[config.mk]
export PLATFORM = sky130hd
export DESIGN_NAME = dmx_top
export DESIGN_NICKNAME = d
export VERILOG_FILES = /design/src/rtl/dmx_pkg.sv /design/src/rtl/dmx_ctrl.sv /design/src/rtl/dmx_datapath.sv /design/src/rtl/dmx_top.sv
export SDC_FILE = /design/constraint.sdc
export NUM_CORES = 1
export LEC_CHECK = 0
export BUFFER_PORTS_ARGS = -buffer_cell sky130_fd_sc_hd__clkbuf_2
export CAP_MARGIN = 20
export CORE_UTILIZATION = 59
export CTS_CLUSTER_DIAMETER = 120
export DETAILED_ROUTE_END_ITERATION = 12
export HOLD_SLACK_MARGIN = 0.02
export PLACE_DENSITY = 0.81
export SLEW_MARGIN = 15
export SYNTH_ARGS = -nofsm -noshare
export SYNTH_HDL_FRONTEND = slang
export SYNTH_SLANG_ARGS = --single-unit
[constraint.sdc]
create_clock -name clk -period 3.1 [get_ports clk]
set_clock_uncertainty 0.15 [all_clocks]
set_input_delay 0.93 -clock clk [delete_from_list [all_inputs] [get_ports clk]]
set_output_delay 0.93 -clock clk [all_outputs]
set_load 0.02 [all_outputs]
[src/rtl/dmx_pkg.sv]
package dmx_pkg;
  // Strobes passed from control to datapath each cycle
  typedef struct packed {
    logic capture;  // take the input word into the pipeline
    logic toA;      // captured word is bound for port A (else port B)
    logic flush;    // freeze outputs and discard in-flight words
  } dmxStrobes_t;
endpackage

[src/rtl/dmx_ctrl.sv]
module dmx_ctrl
  import dmx_pkg::*;
(
  input  logic        clk,
  input  logic        rstN,
  input  logic        syncIn,
  output dmxStrobes_t str
);
  logic phaseQ;

  always_ff @(posedge clk) begin
    if (!rstN)       phaseQ <= 1'b0;
    else if (syncIn) phaseQ <= 1'b0;
    else             phaseQ <= ~phaseQ;
  end

  always_comb begin
    str.capture = ~syncIn;
    str.toA     = phaseQ;
    str.flush   = syncIn;
  end

  // consecutive captures go to opposite ports
  p_alternate_r1: assert property (@(posedge clk) disable iff (!rstN)
    str.capture |=> (!str.capture || (str.toA != $past(str.toA))));

  // first capture after sync release is bound for port B
  p_sync_first_b_r4: assert property (@(posedge clk) disable iff (!rstN)
    $fell(syncIn) |-> (str.capture && !str.toA));
endmodule

[src/rtl/dmx_datapath.sv]
module dmx_datapath
  import dmx_pkg::*;
#(
  parameter int DATA_W = 10,
  parameter int LAT    = 6
)(
  input  logic              clk,
  input  logic              rstN,
  input  dmxStrobes_t       str,
  input  logic [DATA_W-1:0] sampleIn,
  input  logic              overIn,
  input  logic              parMode,
  input  logic              twosFmt,
  output logic [DATA_W-1:0] portAData,
  output logic              portAOver,
  output logic [DATA_W-1:0] portBData,
  output logic              portBOver,
  output logic              dataClk
);
  localparam int WORD_W = DATA_W + 1;
  localparam logic [DATA_W-1:0] MSB_MASK = {1'b1, {(DATA_W-1){1'b0}}};

  logic [LAT-1:0]    vld;
  logic [LAT-1:0]    tag;
  logic [WORD_W-1:0] word [LAT];

  logic              holdV;
  logic [WORD_W-1:0] holdWord;
  logic [WORD_W-1:0] portAWord, portBWord;
  logic              dataClkQ;

  logic              lastV, lastTag;
  logic [WORD_W-1:0] lastWord;

  // Capture stage: apply format and tag the destination port
  always_ff @(posedge clk) begin
    if (!rstN) vld[0] <= 1'b0;
    else       vld[0] <= str.capture;
    tag[0]  <= str.toA;
    word[0] <= {overIn, twosFmt ? (sampleIn ^ MSB_MASK) : sampleIn};
  end

  // Delay stages; a flush clears every valid bit
  for (genvar s = 1; s < LAT; s++) begin : g_stage
    always_ff @(posedge clk) begin
      if (!rstN || str.flush) vld[s] <= 1'b0;
      else                    vld[s] <= vld[s-1];
      tag[s]  <= tag[s-1];
      word[s] <= word[s-1];
    end
  end

  assign lastV    = vld[LAT-1];
  assign lastTag  = tag[LAT-1];
  assign lastWord = word[LAT-1];

  // Extra port A stage used in parallel timing
  always_ff @(posedge clk) begin
    if (!rstN || str.flush) holdV <= 1'b0;
    else                    holdV <= lastV && lastTag;
    if (lastV && lastTag) holdWord <= lastWord;
  end

  // Output registers
  always_ff @(posedge clk) begin
    if (!rstN) begin
      portAWord <= '0;
      portBWord <= '0;
      dataClkQ  <= 1'b0;
    end else if (!str.flush) begin
      if (lastV && !lastTag) portBWord <= lastWord;
      if (parMode) begin
        if (holdV) portAWord <= holdWord;
      end else if (lastV && lastTag) begin
        portAWord <= lastWord;
      end
      if (lastV) dataClkQ <= ~lastTag;
    end
  end

  assign portAData = portAWord[DATA_W-1:0];
  assign portAOver = portAWord[DATA_W];
  assign portBData = portBWord[DATA_W-1:0];
  assign portBOver = portBWord[DATA_W];
  assign dataClk   = dataClkQ;

  // outputs frozen across a sync-high edge
  p_freeze_r3: assert property (@(posedge clk) disable iff (!rstN)
    str.flush |=> ($stable(portAWord) && $stable(portBWord) && $stable(dataClkQ)));

  // a new port B word always comes with the data clock high
  p_b_clk_high_r2: assert property (@(posedge clk) disable iff (!rstN)
    !$stable(portBWord) |-> dataClkQ);

  // interleaved, port A changes as the data clock falls
  p_int_a_edge_r5: assert property (@(posedge clk) disable iff (!rstN)
    (!parMode && !$past(parMode) && !$stable(portAWord)) |-> $fell(dataClkQ));

  // parallel, port A changes on the edge where the data clock rises
  p_par_a_edge_r6: assert property (@(posedge clk) disable iff (!rstN)
    (parMode && $past(parMode) && !$stable(portAWord)) |-> $rose(dataClkQ));
endmodule

[src/rtl/dmx_top.sv]
module dmx_top
  import dmx_pkg::*;
#(
  parameter int DATA_W = 10,
  parameter int LAT    = 6
)(
  input  logic              clk,
  input  logic              rstN,
  input  logic [DATA_W-1:0] sampleIn,
  input  logic              overIn,
  input  logic              syncIn,
  input  logic              parMode,
  input  logic              twosFmt,
  output logic [DATA_W-1:0] portAData,
  output logic              portAOver,
  output logic [DATA_W-1:0] portBData,
  output logic              portBOver,
  output logic              dataClk
);
  dmxStrobes_t str;

  dmx_ctrl u_ctrl (
    .clk    (clk),
    .rstN   (rstN),
    .syncIn (syncIn),
    .str    (str)
  );

  dmx_datapath #(.DATA_W(DATA_W), .LAT(LAT)) u_dp (
    .clk       (clk),
    .rstN      (rstN),
    .str       (str),
    .sampleIn  (sampleIn),
    .overIn    (overIn),
    .parMode   (parMode),
    .twosFmt   (twosFmt),
    .portAData (portAData),
    .portAOver (portAOver),
    .portBData (portBData),
    .portBOver (portBOver),
    .dataClk   (dataClk)
  );
endmodule

# Yosys cells after proc, flatten, opt, wreduce, memory -nomap -nowiden
# Memories as Yosys holds them, arrays and structs flattened.
# Cells that the tools add are included.
# Widths: inputs -> output; s select.
[classes]
eq_ne = 1
mux = 4
bitwise = 5
reduce_logical = 10
[op_table]
columns = ["cell", "count"]
rows = [
  ["$mux 11", 3],
  ["$mux 10", 1],
  ["$not 1->1", 5],
  ["$reduce_and 2->1", 2],
  ["$reduce_and 3->1", 1],
  ["$logic_and 1x1->1", 2],
  ["$logic_not 1->1", 2],
  ["$ne 2x1->1 const B", 1],
  ["$reduce_bool 2->1", 1],
  ["$reduce_or 2->1", 1],
  ["$logic_or 1x1->1", 1],
]
[totals]
regBits = 48
ram_bits = 66
input_bits = 16
output_inout_bits = 23
wordCells = 39
mem_count = 1
[memory_table]
columns = ["memory", "words", "width", "rd", "rd_ports_with_merged_regs", "wr", "line", "text"]
rows = [
  ["u_dp.word", 6, 11, 6, 0, 6, "dmx_datapath.sv:25", "logic [WORD_W-1:0] word [LAT];"],
]

# Logic depth before layout (Yosys ltp)
[logic_depth]
ltp_word = 3
mapped_depth = 4
ltp_nobuf = 3

# By module
# From an unflattened synthesis, not the netlist that was laid out.
[unflattened]
hier_cells = 199
area_unflattened_um2 = 3055.4
[modules_own_cells]
columns = ["mod", "instances", "cells_per_inst", "area_per_inst_um2", "seq_area_each_um2"]
rows = [
  ["dmx_datapath", 1, 194, 3004.1, 2372.3],
  ["dmx_ctrl", 1, 5, 51.3, 20.0],
]

# Least setup slack after synthesis
# OpenSTA, ideal clock, no wires.
[synth_path]
kind = "input to register"
startpoint = "in parMode"
endpoint = "reg u_dp.portAWord[0]"
setup_time_ps = 119
t_arrival_ps = 1595
t_required_ps = 2831
setup_slack_ps = 1236
stages = 4
path_buffers = 1
cell_sequence = "nand3b_1 > buf_2 > o21a_1 > o221a_2"
[synth_via]
elab_chain_cells = 2
word_cells_on_any_way = 4
classes_between = "eq/ne: 1; mux: 1; reduce/logical: 2"
[synth_rtl]
columns = ["item", "line", "text"]
rows = [
  ["from (decl)", "dmx_top.sv:12", "input logic parMode,"],
  ["$ne 2x1->1 (no source line) or $reduce_bool 2->1 (tied branches)", "-", ""],
  ["$reduce_and 3->1 (no source line)", "-", ""],
  ["to (signal assigned)", "dmx_datapath.sv:73", "if (holdV) portAWord <= holdWord;"],
  ["to (signal assigned)", "dmx_datapath.sv:75", "portAWord <= lastWord;"],
  ["to (decl)", "dmx_datapath.sv:29", "logic [WORD_W-1:0] portAWord, portBWord;"],
]
# Parallel ways exist; a longest one is shown, timed or not.
# A chain may end at the register's enable or synchronous reset.

# Worst setup path after layout
[layout_path]
startpoint = "reg u_dp.portBWord[10]"
endpoint = "out portBOver"
[layout_lines]
columns = ["item", "line", "text"]
rows = [
  ["from (decl)", "dmx_datapath.sv:29", ""],
  ["from (signal assigned)", "dmx_datapath.sv:71", "if (lastV && !lastTag) portBWord <= lastWord;"],
  ["to (decl)", "dmx_top.sv:17", "output logic portBOver,"],
]
# No word-level cell between the ends.

==> summary.md <==
| Metric | Value |
|---|---|
| Vias in the first global route | 1529 |
| Post-synth top flop | dfxtp_1 |
| Port bufs | 38 |
| Pin count of the biggest net entering global routing | 25 |
| CP top delay family | flip-flops |
| Crit end category | output pin |
| Rows | 25 |
| Iter 0 DRT Violations | 51 |
| Final WS setup | 996 ps |
| Cell-internal power | 2.76 mW |
| CTS Buf Count | 17 |
| Peak Freq | 475 MHz |
| Area of the multi-input gates | 586 um^2 |
| Final setup fails | 0 |
| Met3 wire len | 167 um |
| Final Routed Wirelength | 4410 um |
| I/O Pins | 39 |
| Worst-path maximum fanout | 2 |
| Root Driver | clkbuf_8 |
| Die height | 73.6 um |
| Slew Viols, Final | 0 |
| FF+latch count, synth | 114 |
| CTS Hold Bufs | 0 |
| FILL cells | 300 |
| WL met2 | 2290 um |
| Crit path launch type | flop |
| Share of cells above drive strength 1 | 31.0% |
| Resize count post-CTS | 0 |
| Post-DR wirelength/cell | 13.6 um |
| Synth area leader | dfxtp_1 |
| Area of the core | 4820 um^2 |
| Via count of the routed design | 1551 |
| Worst min path class | reg2reg |
| Register area share after synthesis | 79.1% |
| Worst Path Arrival | 1020 ps |
| Clk slew on worst S/H paths | 50 ps |
| CTS Buffer Depth | 2 |
| Final Util | 79.6% |
| Largest stage delay on the critical path | 340 ps |
| Routability Congestion | 0.758 |
| FF+latch area | 2390 um^2 |
| Synth warnings | 0 |
| Xor and xnor area share after synthesis | 0.290% |
| Vias/cell | 4.77 |
| Post-DRT Antenna Nets | 0 |
| Worst-margin pin slew | 748 ps |
| Min cycle time layout | 2100 ps |
| Hpwl dp | 2630 um |
| Status | finished clean |
| DRC | 0 |
| GRT Residual Overflow | 0 |
| Initial antenna violation count | 0 |
| M1 WL | 1870 um |
| First-pass GRT wire length | 7160 um |
| Post-synth EDFFs | 11 |
| Highest metal used | met4 |
| VDD IR-drop max | 0.692 mV |
| CTS tree | yes |
| Switch share | 18.8% |
| Clk pwr share | 52.9% |
| Number of diodes | 0 |
| CTS sink cnt | 114 |
| Main combinational cell family by area after synthesis | compound AO/OA/AOI/OAI gates |
| Post-synthesis mux area share | 3.64% |
| Synth area leaders | dfxtp_1, edfxtp_1, o221a_2, mux2i_1, nor2b_1 |
| PD cells | 885 nW/um^2 |
| Leakage | 1.61 nW |
| Slew margin rel. | 50.1% |
| Postcts setup bufs | 0 |
| Area of the mapped netlist | 3020 um^2 |
| Area Overhead vs Synth | 26.9% |
| Distinct cells, synth | 19 |
| Pre-CTS setup slack | 625 ps |
| Initial core utilization | 62.8% |
| Overall Global Routing Usage | 19.5% |
| Final #Nets | 261 |
| WP buf/inv | 1 |
| Final TNS setup | 0 ps |
| Complex-gate fraction of the synthesized area | 9.89% |
| Die footprint | 5420 um^2 |
| Critical path type | reg2out |
| Gate Count Post-Synth | 195 |
| Max_cap viols | 0 |
| RSZ-0062 raised after global routing | false |
| Final hold vios | 0 |
| Post-Syn Nets | 211 |
| Final Power | 3.40 mW |
| CP max stage cell | dfxtp_1 |
| DRT Pass-1 Iters | 4 |
| Crit share post-route | 67.9% |
| Worst Path Required | 2020 ps |
| Share of the synthesized area in the top cell type | 68.2% |
| H-Tree Depth | 4 |
| Combinational power share | 1.0% |
| Adder-cell area share of the yosys netlist | 0% |
| Synth Area per Inst | 15.5 um^2 |
| Chip width | 73.6 um |
| Clk_lat worst skew | 500 ps |
| Proportion of power drawn by flip-flops and latches | 46.1% |
| Post-synth ARST share | 0% |
| CP Cell Sequence | clkbuf_2 |
| Sw power | 0.639 mW |
| Area share of and/or/nand/nor cells after synthesis | 5.54% |
cell families after synthesis:
family	count (synthesis)
AND/OR/NAND/NOR	25
AO/OA/AOI/OAI	35
XOR/XNOR	1
flip-flops	114
buffers and inverters	9
multiplexers	11
placed cells by master (no fill, tap or decap), types with 2 or more instances in the layout:
cell type / n
dfxtp_1: 103
clkbuf_2: 38
clkbuf_16: 18
nor2b_1: 14
mux2i_1: 11
o21a_1: 11
a21o_1: 11
o221a_2: 11
edfxtp_1: 11
and2_1: 7
clkinv_2: 5
clkbuf_8: 3
clkbuf_1: 3
a21oi_1: 2
synth_stat cells (all sizes together) (2+ instances only):
cell type and n:
dfxtp 103, nor2b 14, a21o 11, edfxtp 11, mux2i 11, o21a 11
o221a 11, and2 7, clkbuf 5, buf 3, a21oi 2
flip-flops by register name, indices dropped and copies added (netlist names):
register	count
u_dp.portAWord	11
u_dp.holdV	1
u_dp.lastV	1
u_dp.portBWord	11
u_ctrl.phaseQ	1
u_dp.tag	5
u_dp.vld	5
u_dp.word	66
u_dp.dataClk	1
u_dp.lastTag	1
u_dp.holdWord	11
worst paths after layout:
kind / cells past startpoint / startpoint / end / slack (ps)
min reg2reg: 0 / u_dp.word[2][9] / u_dp.word[3][9] / 170
max reg2reg: 3 / u_dp.lastV / u_dp.portBWord[9] / 1450
min: 0 / u_dp.word[2][9] / u_dp.word[3][9] / 170
max: 1 / u_dp.portBWord[10] / portBOver / 1000
power groups by stage:
stage	Clock [mW]	Sequential [mW]	Combinational [mW]
2_1_floorplan	0	1.59	0.0191
3_3_place_gp	0	1.59	0.0320
3_5_place_dp	0	1.59	0.0331
4_1_cts	1.83	1.57	0.0338
5_1_grt	1.91	1.57	0.0363
6_report	1.80	1.57	0.0334
per-layer routing:
layer	GRT usage, %	up-vias
met3	11.5	10
met4	10.3	0
met2	31.9	41
met5	0	-
li1	-	772
met1	19.4	728
layout make-up:
| cell class | count | area share (%) |
|---|---|---|
| inverter | 1 | 0.0978 |
| tap | 67 | 2.19 |
| timing repair buffer | 39 | 5.15 |
| clock buffer | 24 | 13.1 |
| multi-input combinational | 72 | 15.3 |
| clock inverter | 8 | 1.83 |
| sequential | 114 | 62.4 |
stage by stage:
stage / hold WS [ps] / instances / area (um^2)
after floorplan: 160 / 195 / 3020
after global placement: 160 / 293 / 3260
after detailed placement: 162 / 293 / 3260
after CTS: 171 / 325 / 3840
after global routing: 175 / 325 / 3840
final: 172 / 325 / 3840
No activity file was read; power rests on OpenSTA's default activity.
